$ cat config.mk
export PLATFORM = sky130hd
export DESIGN_NAME = sdm_att_top
export DESIGN_NICKNAME = d
export VERILOG_FILES = /design/src/rtl/sdm_att_pkg.sv /design/src/rtl/sdm_att_scaler.sv /design/src/rtl/sdm_ef2_loop.sv /design/src/rtl/sdm_att_top.sv
export SDC_FILE = /design/constraint.sdc
export NUM_CORES = 1
export LEC_CHECK = 0
export BUFFER_PORTS_ARGS = -buffer_cell sky130_fd_sc_hd__buf_2
export CAP_MARGIN = 10
export CORE_UTILIZATION = 68
export CTS_BUF_LIST = sky130_fd_sc_hd__clkbuf_8 sky130_fd_sc_hd__clkbuf_16
export DETAILED_ROUTE_END_ITERATION = 16
export PLACE_DENSITY = 0.9
export SYNTH_ARGS = -nofsm -noshare
export SYNTH_HDL_FRONTEND = slang
export SYNTH_SLANG_ARGS = --single-unit
export TNS_END_PERCENT = 1
$ cat constraint.sdc
create_clock -name clk -period 19.6 [get_ports clk]
set_input_delay 3.92 -clock clk [delete_from_list [all_inputs] [get_ports clk]]
set_output_delay 3.92 -clock clk [all_outputs]
set_load 0.01 [all_outputs]
$ cat src/rtl/sdm_att_pkg.sv
package sdm_att_pkg;

   localparam int GAIN_W    = 16;
   localparam int GAIN_FRAC = 15;
   localparam int N_STEPS   = 8;

   // 10^(-3k/20) in unsigned Q1.15
   function automatic logic [GAIN_W-1:0] att_gain(input int idx);
      logic [GAIN_W-1:0] g;
      case (idx)
         0:       g = 16'd32768;
         1:       g = 16'd23198;
         2:       g = 16'd16423;
         3:       g = 16'd11627;
         4:       g = 16'd8231;
         5:       g = 16'd5827;
         6:       g = 16'd4125;
         default: g = 16'd2920;
      endcase
      return g;
   endfunction

endpackage

$ cat src/rtl/sdm_att_scaler.sv
module sdm_att_scaler
   import sdm_att_pkg::*;
#(
   parameter int DATA_W = 13,
   parameter int CODE_W = 3
) (
   input  logic                     clk,
   input  logic                     rst_n,
   input  logic                     smp_vld,
   input  logic signed [DATA_W-1:0] smp_data,
   input  logic [CODE_W-1:0]        att_code,
   output logic signed [DATA_W-1:0] held
);
   localparam int PROD_W  = DATA_W + GAIN_W + 1;
   localparam int N_CODES = 2 ** CODE_W;

   generate
      if (N_CODES != N_STEPS) begin : g_bad_code_w
         $error("sdm_att_scaler: CODE_W must select exactly %0d gains", N_STEPS);
      end
      if (DATA_W < 4) begin : g_bad_data_w
         $error("sdm_att_scaler: DATA_W too small");
      end
   endgenerate

   logic [GAIN_W-1:0] gain_lut [N_CODES];

   generate
      for (genvar gi = 0; gi < N_CODES; gi++) begin : g_lut
         assign gain_lut[gi] = att_gain(gi);
      end
   endgenerate

   logic signed [PROD_W-1:0] prod;
   logic signed [PROD_W-1:0] shifted;
   logic signed [DATA_W-1:0] scaled;

   always_comb begin
      prod    = $signed({{(PROD_W-DATA_W){smp_data[DATA_W-1]}}, smp_data})
              * $signed({{(PROD_W-GAIN_W){1'b0}}, gain_lut[att_code]});
      shifted = prod >>> GAIN_FRAC;
      scaled  = shifted[DATA_W-1:0];
   end

   always_ff @(posedge clk or negedge rst_n) begin
      if (!rst_n)       held <= '0;
      else if (smp_vld) held <= scaled;
   end

   a_r2_hold_without_strobe: assert property (@(posedge clk) disable iff (!rst_n)
      !smp_vld |=> $stable(held));

   a_r4_unity_pass: assert property (@(posedge clk) disable iff (!rst_n)
      (smp_vld && att_code == '0) |=> held == $past(smp_data));

   a_r3_no_growth: assert property (@(posedge clk) disable iff (!rst_n)
      smp_vld |=> ($past(smp_data) >= 0) ? (held >= 0 && held <= $past(smp_data))
                                         : (held <= 0 && held >= $past(smp_data)));

endmodule

$ cat src/rtl/sdm_ef2_loop.sv
module sdm_ef2_loop #(
   parameter int DATA_W = 13,
   parameter int ACC_W  = 18
) (
   input  logic                     clk,
   input  logic                     rst_n,
   input  logic                     step,
   input  logic signed [DATA_W-1:0] h_in,
   output logic                     bit_o
);
   localparam int SUM_W = ACC_W + 3;
   localparam logic signed [SUM_W-1:0] FS   = SUM_W'(2 ** (DATA_W - 1));
   localparam logic signed [SUM_W-1:0] SMAX = SUM_W'(2 ** (ACC_W - 1) - 1);
   localparam logic signed [SUM_W-1:0] SMIN = -SMAX - 1;

   generate
      if (ACC_W < DATA_W + 5) begin : g_bad_acc_w
         $error("sdm_ef2_loop: ACC_W must be at least DATA_W+5");
      end
   endgenerate

   logic signed [ACC_W-1:0] e1, e2;
   logic signed [SUM_W-1:0] h_x, v_raw, v_sat, q_lvl, e_raw, e_sat;
   logic                    bit_nx;

   function automatic logic signed [SUM_W-1:0] clamp(input logic signed [SUM_W-1:0] x);
      if (x > SMAX)      return SMAX;
      else if (x < SMIN) return SMIN;
      else               return x;
   endfunction

   always_comb begin
      h_x    = $signed({{(SUM_W-DATA_W){h_in[DATA_W-1]}}, h_in});
      v_raw  = h_x
             - ($signed({{(SUM_W-ACC_W){e1[ACC_W-1]}}, e1}) <<< 1)
             + $signed({{(SUM_W-ACC_W){e2[ACC_W-1]}}, e2});
      v_sat  = clamp(v_raw);
      bit_nx = (v_sat >= 0);
      q_lvl  = bit_nx ? FS : -FS;
      e_raw  = q_lvl - v_sat;
      e_sat  = clamp(e_raw);
   end

   always_ff @(posedge clk or negedge rst_n) begin
      if (!rst_n) begin
         e1    <= '0;
         e2    <= '0;
         bit_o <= 1'b0;
      end else if (step) begin
         e1    <= e_sat[ACC_W-1:0];
         e2    <= e1;
         bit_o <= bit_nx;
      end
   end

   a_r6_idle_holds: assert property (@(posedge clk) disable iff (!rst_n)
      !step |=> ($stable(bit_o) && $stable(e1) && $stable(e2)));

   a_r5_delay_chain: assert property (@(posedge clk) disable iff (!rst_n)
      step |=> e2 == $past(e1));

endmodule

$ cat src/rtl/sdm_att_top.sv
module sdm_att_top #(
   parameter int DATA_W = 13,
   parameter int CODE_W = 3,
   parameter int ACC_W  = 18
) (
   input  logic              clk,
   input  logic              rst_n,
   input  logic              smp_vld,
   input  logic [DATA_W-1:0] smp_data,
   input  logic [CODE_W-1:0] att_code,
   input  logic              os_en,
   output logic              bit_out
);
   logic signed [DATA_W-1:0] held;

   sdm_att_scaler #(.DATA_W(DATA_W), .CODE_W(CODE_W)) u_scaler (
      .clk      (clk),
      .rst_n    (rst_n),
      .smp_vld  (smp_vld),
      .smp_data ($signed(smp_data)),
      .att_code (att_code),
      .held     (held)
   );

   sdm_ef2_loop #(.DATA_W(DATA_W), .ACC_W(ACC_W)) u_loop (
      .clk   (clk),
      .rst_n (rst_n),
      .step  (os_en),
      .h_in  (held),
      .bit_o (bit_out)
   );

   a_r1_reset_quiet: assert property (@(posedge clk) disable iff (!rst_n)
      $rose(rst_n) |-> !bit_out);

endmodule

* Word level (Yosys, flattened, before mapping)
Memory sizes are Yosys's and may differ from the RTL's.
Index checks and enable logic that the tools add are counted.
W data, S select, Z words.
** Cells by class
- Bitwise gates (word level) :: 1
- Add/subtract/negate cells :: 3
- Multiplexer cells :: 7
- Multipliers :: 1
- Magnitude comparators :: 6
** Operators by type and width (number)
- $mux W21 :: 3
- $gt A21 B18 Y1 const B :: 2
- $lt A21 B18 Y1 const B :: 2
- $mux W18 :: 2
- $mux W16 :: 2
- $mul A13 B17 Y28 :: 1
- $add A20 B18 Y21 :: 1
- $ge A21 B1 Y1 const B :: 1
- $sub A21 B21 Y21 :: 1
- $sub A13 B19 Y20 :: 1
- $ge A4 B4 Y1 const B :: 1
- $not A3 Y4 :: 1
** Word-level totals
- ROM bits :: 128
- Memories :: 1
- Output and inout port bits :: 1
- Bits of input ports :: 20
- Flip-flop bits (word level) :: 50
** Memories
- (name not given) :: depth 8, width 16, read ports 1, clocked after memory_dff 0, wr ports 0, line sdm_att_scaler.sv:40 : * $signed({{(PROD_W-GAIN_W){1'b0}}, gain_lut[att_code]});

* Longest topological paths before layout
- Depth in word-level cells :: 11
- Gate-level depth with buffers :: 30

* Hierarchy
From an unflattened synthesis, not the netlist that was laid out.
** Unflattened totals
- Cells, all modules :: 1337
- Area, all modules :: 11602.4 µm²
** Modules (own cells, without submodules)
- sdm_att_scaler :: area an instance 7317.0 µm², times used 1, cells an instance 806
- sdm_ef2_loop :: area an instance 4285.4 µm², times used 1, cells an instance 531

* Worst setup path after synthesis
OpenSTA, ideal clock, no wires.
- Path type :: input port to flip-flop
- From :: input port att_code[0]
- To :: register u_scaler.held[12]
- Slack :: 9.207 ns
- Stages on the path :: 26
- Library setup time :: 0.125 ns
- Path buffers :: 1
- Arrival :: 10.268 ns
- Data required time :: 19.475 ns
- Cell sequence :: inv_1 > ha_1 > nor2b_1 > a21o_1 > clkbuf_1 > nand2_1 > fa_1 > fa_1 > inv_1 > fa_1 > inv_1 > fa_1 > inv_1 > fa_1 > fa_1 > ha_1 > a211oi_1 > o221ai_1 > a31o_2 > nand2_1 > a211oi_1 > or2_2 > a211o_1 > a31oi_1 > xnor2_1 > mux2_2
** On the way
- Word-level cells in the longest chain between the ends :: 5
** RTL lines
- start, declared :: line sdm_att_top.sv:10 : input logic [CODE_W-1:0] att_code,
- $not A3 Y4 (not written as such) :: line sdm_att_scaler.sv:40
- $mem_v2 Z8 W16
- $mux W16 (not written as such) (2 in series) :: line sdm_att_scaler.sv:40
- $mul A13 B17 Y28 :: line sdm_att_scaler.sv:40
- end signal, assigned :: line sdm_att_scaler.sv:47 : else if (smp_vld) held <= scaled;
- end, declared :: line sdm_att_scaler.sv:12 : output logic signed [DATA_W-1:0] held
Every way passes these cells. The select of a mux whose other input is x is not followed.
A chain may end at the register's enable or synchronous reset.

* Final worst setup path
Same ends and word-level chain as after synthesis.

==> flow_summary.ini <==
[status]
outcome = finished, final reports clean

[floorplan]
die_w_um = 130.0
ios = 21
core.rowCount = 46
dieArea_um2 = 16890
die_y_um = 130.0
core_um2 = 15940
initial_core_util_pct = 69.86

[clock_network]
h-tree-depth = 2
cts_root_buf = clkbuf_16
path_clk_slew_ps = 70
cts_buffers = 5
numClockSinks = 50
clock_latency_ps = 300
cts_tree = built
cts-resized-gates = 0
holdBufCountCts = 0
post-cts-setup-buffers = 0
cts_buffer_depth = 2

[timing]
final.min_clock_period_ps = 11450
grt_setup_unrepaired = false
drv_slew = 0
tightest_slew_ps = 1167
setup_viol_count_final = 0
slew_headroom_pct = 21.53
fmax_ghz = 0.08734
fin_skew_ps = 12.62
hold_viol_final = 0
tns_ps = 0
fin_crit_sh_pct = 58.41

[route]
routed_wl_um = 25360
ant_nets = 0
drt_iter0_markers = 865
drc_errors = 0
vias = 8889
via_per_inst = 6.026
drt-pass1-iter-count = 6
post_drt_wl_per_cell_um = 17.20

[worst_setup_path]
critical_path_required_ps = 19780
crit_type = in -> reg
crit_path_start_kind = primary input
crit_buf_inv = 5
cp_top_family = adder cells
cp_max_fo = 14
rr_worst_depth = 25
cp-end-kind = flip-flop
crit_path_top_delay_cell = nor2b_1
arrival_ps = 11630
cpMostUsedCell = fa_1
cp.depth = 26
slowest_delay_ps = 850

[synthesis]
synth_cells = 1279
syn_area_um2 = 11140
ys_seq_elements = 50
ys_seq_area_share_pct = 11.23
avgSynthCellArea_um2 = 8.708
ys_types = 77
ys.warnings.count = 0
async_reset_ff_share_pct = 100.0
synth_nets = 1593
ys.flop_type = dfrtp_1
synth_edf_count = 0

[min_path]
hp-class = reg -> reg
min_path_cells = 2

[global_routing]
antenna_found_initial = 0
grt_start_max_net_pins = 57
grt_pass1_wl_um = 42470
grtUsageTotal_pct = 32.13
grt_overflow = 0
grt_pass1_vias = 9019

[final_layout]
nNetsFinal = 1572
mostFrequentLayoutCell = inv_1
area_growth_pct = 3.112
final_layout_size_suffix_gt1_share_pct = 5.639
final_cell_mix = inv_1 (245), nand2_1 (191), fa_1 (171), ha_1 (123), and2_1 (70)
postLayoutCellArea_um2 = 11480
n_antenna_cell = 0

[placement]
place_area_um2 = 11330
dp_hpwl_um = 20130
gp_congestion = 0.9201
io_buffers = 20

[flow_run]
max-cap-violations = 0
-- metrics by stage --
stage	setup WS [ps]	hold slack (ps)	instances	util (%)
6_report	8151	524.1	1475	72.03
5_1_grt	7867	559.2	1475	72.03
4_1_cts	8205	526.5	1475	72.03
3_5_place_dp	7933	510.0	1467	71.06
3_3_place_gp	8354	501.9	1467	71.06
2_1_floorplan	9207	480.7	1279	-
-- sequential cells by signal, indices dropped and copies added (netlist names) --
signal and flops:
u_scaler.held 13, u_loop.e1 18, u_loop.e2 18, u_loop.bit_o 1
-- metal layers --
layer  wire length [um]  up-vias  GRT usage (%)
met3               1830       99          4.961
met1              10200     4350          42.24
met5                  0        -              0
met4                939        0          13.34
met2              12400      421          53.41
li1                   -     4019              -
-- final cells by class --
class,instances,area [um2]
Multi-Input combinational cell,930,8743
Fill cell,1162,4459
Sequential cell,50,1251
Inverter,245,919.6
Tap cell,216,270.3
Timing Repair Buffer,26,145.1
Clock buffer,5,125.1
Clock inverter,3,28.78
-- path summary, 6_finish.rpt --
path / from / endpoint / slack, ps
worst max-delay path: att_code[0] / u_scaler.held[12] / 8150
worst min-delay path: u_loop.bit_o / u_loop.bit_o / 520
worst max register to register: u_scaler.held[12] / u_loop.e1[10] / 11940
worst min register to register: u_loop.bit_o / u_loop.bit_o / 520
max in group asynchronous: rst_n / u_loop.e1[2] / 15430
min in group asynchronous: rst_n / u_loop.e1[16] / 3720
-- kinds of logic (layout without fill, tap and decap cells) --
family | after synthesis | after routing | synth area share, %
adder cells (fa/ha/maj) | 294 | 294 | 44.56
AND/OR/NAND/NOR | 403 | 403 | 17.89
flip-flops | 50 | 50 | 11.23
XOR/XNOR | 42 | 42 | 3.303
multiplexers | 11 | 11 | 1.078
buffers and inverters | 299 | 279 | 10.26
AO/OA/AOI/OAI | 180 | 180 | 11.68
-- worst reg2reg max path: stages (launching register included) --
cell and delay (ps):
dfrtp_1 400, inv_1 420, fa_1 510, inv_1 90, ha_1 300, a21oi_1 250
o221ai_1 180, a21o_1 200, a21oi_1 140, o21ai_1 100, xor2_1 350, nand4b_1 150
ha_1 730, nor2b_1 150, nor2_1 230, ha_1 270, o21ai_0 130, a21oi_1 310
nand3b_1 250, nor4_2 440, nor3b_1 210, o31ai_1 250, nor3b_1 350, and3_1 220
a211o_1 600, o221ai_1 260
-- cell usage after synthesis, types with 15 or more instances --
cell type,count,area (um2)
nor2b_1,15,93.84
dfrtp_1,50,1251
clkbuf_1,47,176.4
inv_1,245,919.6
fa_1,171,3423
nand2_1,191,716.9
o21ai_0,41,205.2
o221ai_1,15,131.4
xor2_1,22,192.7
nor2_1,36,135.1
nand3_1,22,110.1
xnor2_1,20,175.2
a21oi_1,40,200.2
and2_1,70,437.9
ha_1,123,1539
Power is left out: the tool's default activity adds up to more than one toggle a clock period on the data nets, which glitch-free logic cannot reach.
